$ cat config.mk
export PLATFORM = sky130hd
export DESIGN_NAME = funnel_shifter
export DESIGN_NICKNAME = d
export VERILOG_FILES = /design/src/rtl/fsh_pkg.sv /design/src/rtl/fsh_stage.sv /design/src/rtl/fsh_prep.sv /design/src/rtl/fsh_extract.sv /design/src/rtl/funnel_shifter.sv
export SDC_FILE = /design/constraint.sdc
export NUM_CORES = 1
export LEC_CHECK = 0
export BUFFER_PORTS_ARGS = -buffer_cell sky130_fd_sc_hd__buf_2
export CAP_MARGIN = 40
export CORE_AREA = 2 2 76 78
export DETAILED_ROUTE_END_ITERATION = 10
export DIE_AREA = 0 0 78 80
export GPL_TIMING_DRIVEN = 0
export PLACE_DENSITY = 0.88
export SLEW_MARGIN = 30
export SYNTH_ARGS = -nofsm -noshare
export SYNTH_HDL_FRONTEND = slang
export SYNTH_SLANG_ARGS = --single-unit
$ cat constraint.sdc
create_clock -name vclk -period 11.75
set_input_delay 3.525 -clock vclk [all_inputs]
set_output_delay 3.525 -clock vclk [all_outputs]
set_load 0.02 [all_outputs]
$ cat src/rtl/fsh_pkg.sv
// Shared definitions for the funnel shifter.
// Assumes a two-bit operation code; the encoding is fixed by the port contract.
package fsh_pkg;
    typedef enum logic [1:0] {
        OP_SLL = 2'b00,
        OP_SRL = 2'b01,
        OP_SRA = 2'b10,
        OP_ROR = 2'b11
    } shop_e;
endpackage

$ cat src/rtl/fsh_stage.sv
// One multiplexer level of the window extractor.
// Passes either the low OUT_W bits or the bits starting STEP places higher.
// Assumes IN_W = OUT_W + STEP so that every input bit feeds one path.
module fsh_stage #(
    parameter int OUT_W = 32,
    parameter int STEP  = 1,
    localparam int IN_W = OUT_W + STEP
) (
    input  logic [IN_W-1:0]  data_i,
    input  logic             sel_i,
    output logic [OUT_W-1:0] data_o
);
    // Select between shifted and unshifted slice.
    always_comb begin
        data_o = sel_i ? data_i[STEP +: OUT_W] : data_i[OUT_W-1:0];
    end
endmodule

$ cat src/rtl/fsh_prep.sv
// Operand steering for the funnel.
// Builds the upper word, the lower word and the offset for each operation.
// Assumes WIDTH is a power of two; the offset carries one extra bit so that a
// left shift by zero maps to an offset equal to WIDTH.
module fsh_prep
    import fsh_pkg::*;
#(
    parameter int WIDTH = 32,
    localparam int SHW  = $clog2(WIDTH),
    localparam int OFFW = SHW + 1
) (
    input  logic [WIDTH-1:0] operand_i,
    input  logic [SHW-1:0]   amount_i,
    input  logic [1:0]       op_i,
    output logic [WIDTH-1:0] upper_o,
    output logic [WIDTH-1:0] lower_o,
    output logic [OFFW-1:0]  offset_o
);
    localparam logic [OFFW-1:0] FULL = OFFW'(WIDTH);

    // Choose the funnel inputs from the operation code.
    always_comb begin
        upper_o  = '0;
        lower_o  = operand_i;
        offset_o = {1'b0, amount_i};
        unique case (shop_e'(op_i))
            OP_SLL: begin
                upper_o  = operand_i;
                lower_o  = '0;
                offset_o = FULL - {1'b0, amount_i};
            end
            OP_SRL: upper_o = '0;
            OP_SRA: upper_o = {WIDTH{operand_i[WIDTH-1]}};
            OP_ROR: upper_o = operand_i;
            default: upper_o = '0;
        endcase
    end
endmodule

$ cat src/rtl/fsh_extract.sv
// Right-extracting window core.
// Concatenates upper and lower words, then takes WIDTH bits starting at the
// offset through one 2:1 multiplexer level per offset bit, largest step first.
// Each level is only as wide as later levels still need.
module fsh_extract #(
    parameter int WIDTH = 32,
    localparam int SHW  = $clog2(WIDTH),
    localparam int OFFW = SHW + 1,
    localparam int PADW = WIDTH + 2**OFFW - 1
) (
    input  logic [WIDTH-1:0] upper_i,
    input  logic [WIDTH-1:0] lower_i,
    input  logic [OFFW-1:0]  offset_i,
    output logic [WIDTH-1:0] window_o
);
    logic [PADW-1:0] padded;

    // Zero-extend the 2*WIDTH funnel to the first level's input width.
    always_comb begin
        padded = {{(PADW - 2*WIDTH){1'b0}}, upper_i, lower_i};
    end

    for (genvar b = SHW; b >= 0; b--) begin : g_stage
        localparam int OW = WIDTH + 2**b - 1;
        logic [OW-1:0] o;
        if (b == SHW) begin : g_first
            fsh_stage #(.OUT_W(OW), .STEP(2**b)) u_stage (
                .data_i (padded),
                .sel_i  (offset_i[b]),
                .data_o (o)
            );
        end else begin : g_next
            fsh_stage #(.OUT_W(OW), .STEP(2**b)) u_stage (
                .data_i (g_stage[b+1].o),
                .sel_i  (offset_i[b]),
                .data_o (o)
            );
        end
    end

    // Last level leaves exactly WIDTH bits.
    always_comb begin
        window_o = g_stage[0].o;
    end
endmodule

$ cat src/rtl/funnel_shifter.sv
// Combinational shifter and rotator built on one right-extracting funnel.
// Operation code: 00 left, 01 logical right, 10 arithmetic right, 11 rotate right.
// Assumes WIDTH is a power of two. No clock, reset or storage.
module funnel_shifter
    import fsh_pkg::*;
#(
    parameter int WIDTH = 32,
    localparam int SHW  = $clog2(WIDTH),
    localparam int OFFW = SHW + 1
) (
    input  logic [WIDTH-1:0] operand_i,
    input  logic [SHW-1:0]   amount_i,
    input  logic [1:0]       op_i,
    output logic [WIDTH-1:0] result_o
);
    logic [WIDTH-1:0] upper_w;
    logic [WIDTH-1:0] lower_w;
    logic [OFFW-1:0]  offset_w;

    fsh_prep #(.WIDTH(WIDTH)) u_prep (
        .operand_i (operand_i),
        .amount_i  (amount_i),
        .op_i      (op_i),
        .upper_o   (upper_w),
        .lower_o   (lower_w),
        .offset_o  (offset_w)
    );

    fsh_extract #(.WIDTH(WIDTH)) u_extract (
        .upper_i  (upper_w),
        .lower_i  (lower_w),
        .offset_i (offset_w),
        .window_o (result_o)
    );

    // Output-level checks against the operand at the ports.
    always_comb begin

        srl_topfill_chk: assert (!(op_i == OP_SRL && amount_i != '0) || result_o[WIDTH-1] == 1'b0);

        sra_signkeep_chk: assert (op_i != OP_SRA || result_o[WIDTH-1] == operand_i[WIDTH-1]);

        ror_popcount_chk: assert (op_i != OP_ROR || $countones(result_o) == $countones(operand_i));

        sll_lowfill_chk: assert (!(op_i == OP_SLL && amount_i != '0) || result_o[0] == 1'b0);

        zero_amount_chk: assert (amount_i != '0 || result_o == operand_i);
    end
endmodule

==> impl_metrics.ini <==
[cells_and_area]
nets = 619
seq_cells = 0
area_growth_pct = 13.4
n_antenna_cell = 0
final_layout_size_suffix_gt1_share_pct = 18.8
fill_cells = 499
mostFrequentLayoutCells = buf_2 (77), a21oi_1 (58), mux2i_1 (51)
layout_commonest_cell = buf_2
final-instance-count-excl-fill = 646
nClkBuffers = 0
seq_area_um2 = 0

[setup_path]
cp_slowest_cell = clkbuf_1
path_class = input port to output port
arrival_ns = 7.96
cp-end-kind = output port
worst_path_most_repeated_cell = buf_2
cp_cell_sequence = buf_2, clkbuf_1, inv_1, clkbuf_1, ha_1, or3b_1, buf_2, a211o_1, buf_6, buf_2, clkbuf_1, nand3_1, a21oi_1, a21oi_1, o21ai_0, o21ai_0, a221oi_1, buf_2
start_kind = input port
critPathMaxFanout = 10
slowest_delay_ns = 0.52
crit_required_ns = 8.23

[floorplan]
die_w_um = 78
dieHeight_um = 80
coreArea_um2 = 5410
die_area_um2 = 6240
pin_count = 71
core.rowCount = 27
initial_utilization_pct = 60.6

[power_and_ir_drop]
power.density_nw_per_um2 = 82.7
power_uw = 307
ir_drop_mv = 0.0664
p_leak_uw = 0.00156

[run]
cap_viol_max_count = 0

[global_route]
grt_pass1_wl_um = 21900
antenna_found_initial = 0
grt_max_degree = 11
grt_pass1_vias = 4374
grt_remaining_overflow = 0
grt_usage_pct = 43.7

[route]
drtIter0Drc = 925
drcViolationCount = 0
drt-pass1-iter-count = 9
wl_per_cell_um = 22.3
drtAntennaViolNets = 0
vias = 4922
drt-total-wl_um = 14400
vias_per_cell = 7.62

[hold_path]
worstHoldPathType = input port to output port
whs_path_depth = 6
whs_endpoint = result_o[24]
worstHoldStart = amount_i[2]

[sta]
max_freq_mhz = 87.0
rsz0062_at_grt = false
period_needed_ns = 11.49
post-route-period-util_pct = 97.8
setup_violations = 0
tightest_slew_ns = 0.824
slew_headroom_pct = 45.1
hold_slack_ns = 7.88
slew_violations = 0
setup-tns-final_ns = 0
hold_viol = 0

[synth]
synth_area_leaders = mux2i_1 (16%), a21oi_1 (8.9%), mux2_2 (6.5%)
synth.largest_area_cell = mux2i_1
synth_top_cell_area_share_pct = 15.6
syn_avg_cell_area_um2 = 6.49
postSynthCellCount = 505
syn_area_um2 = 3280
yosys.cell_types.count = 61
yosysWarnings = 0
yosysSeqAreaShare_pct = 0
syn_nets = 548

[place]
portBuffers = 68
gp_congestion = 1.17
dp_hpwl_um = 11200
dp_cells = 645

[run_status]
status = finished, final reports clean
## repair_timing
action	4_1_cts	5_1_grt
setup endpoints to repair	0	3
hold buffers	0	0
gates resized for setup	0	1
buffers inserted	0	0
## stage by stage
step           setup WS [ns]  util (%)  instance area, um2
5_1_grt                0.146      68.8                3720
2_1_floorplan           1.27         -                3280
4_1_cts                0.444      68.6                3710
6_report               0.261      68.8                3720
3_5_place_dp           0.447      68.6                3710
3_3_place_gp           0.505      68.6                3710
## cells by family (layout without fill, tap and decap cells)
| kind of cell | count (synthesis) | count (layout) | share of synthesized area, % |
|---|---|---|---|
| AOI/OAI and AO/OA | 202 | 202 | 40.9 |
| xor gates and xnor gates | 4 | 4 | 1.07 |
| adders and majority gates | 4 | 4 | 1.53 |
| buffers and inverters | 62 | 131 | 8.14 |
| muxes | 73 | 73 | 23.7 |
| and+or+nand+nor | 160 | 160 | 24.6 |
## cell usage after synthesis (7+ instances only)
library cell and number:
nor2b_1 12, o221ai_1 7, a211oi_1 11, clkbuf_1 40
o21ai_0 36, a22oi_1 11, nor3_1 11, a21oi_1 58
o21a_1 7, nor2_1 38, buf_2 9, mux2_2 19
mux2i_1 51, nand2_1 34, a31oi_1 7, nand3_1 22
a2111oi_0 8, nand2b_1 25
## worst max path at each step
| stage | slack, ns | cells past startpoint | from | end |
|---|---|---|---|---|
| final | 0.26 | 18 | amount_i[0] | result_o[30] |
| after global routing | 0.15 | 18 | amount_i[0] | result_o[30] |
| after CTS | 0.44 | 16 | amount_i[0] | result_o[16] |
| after detailed placement | 0.45 | 16 | amount_i[0] | result_o[16] |
| after global placement | 0.50 | 16 | amount_i[0] | result_o[16] |
| after floorplan | 1.27 | 13 | amount_i[0] | result_o[16] |
## per-layer routing
layer / track usage [%] / part of all wire, % / vias to the layer above
li1: - / - / 2081
met1: 55.0 / 37 / 2204
met2: 70.5 / 42 / 526
met3: 11.2 / 16 / 111
met4: 18.8 / 5.7 / 0
met5: 0 / 0 / -
## power by group
part | switching (uW) | total, uW | internal (uW)
clock network | 0 | 0 | 0
logic | 197 | 307 | 110
registers | 0 | 0 | 0
total | 197 | 307 | 110
## worst max-delay path: cells and delay by family
| family | cells | cell delay [ns] |
|---|---|---|
| simple gates | 2 | 0.37 |
| compound gates | 6 | 1.37 |
| buf+inv | 9 | 2.39 |
| fa+ha+maj | 1 | 0.31 |
## cell type report
type	instances	area, um2	area share, %
Timing Repair Buffer	69	345	9.29
Buffer	55	240	6.46
Multi-Input combinational cell	443	3010	81.1
Inverter	7	26.3	0.707
Tap cell	72	90.1	2.42
Note: power is estimated with default switching activity, not from simulation.
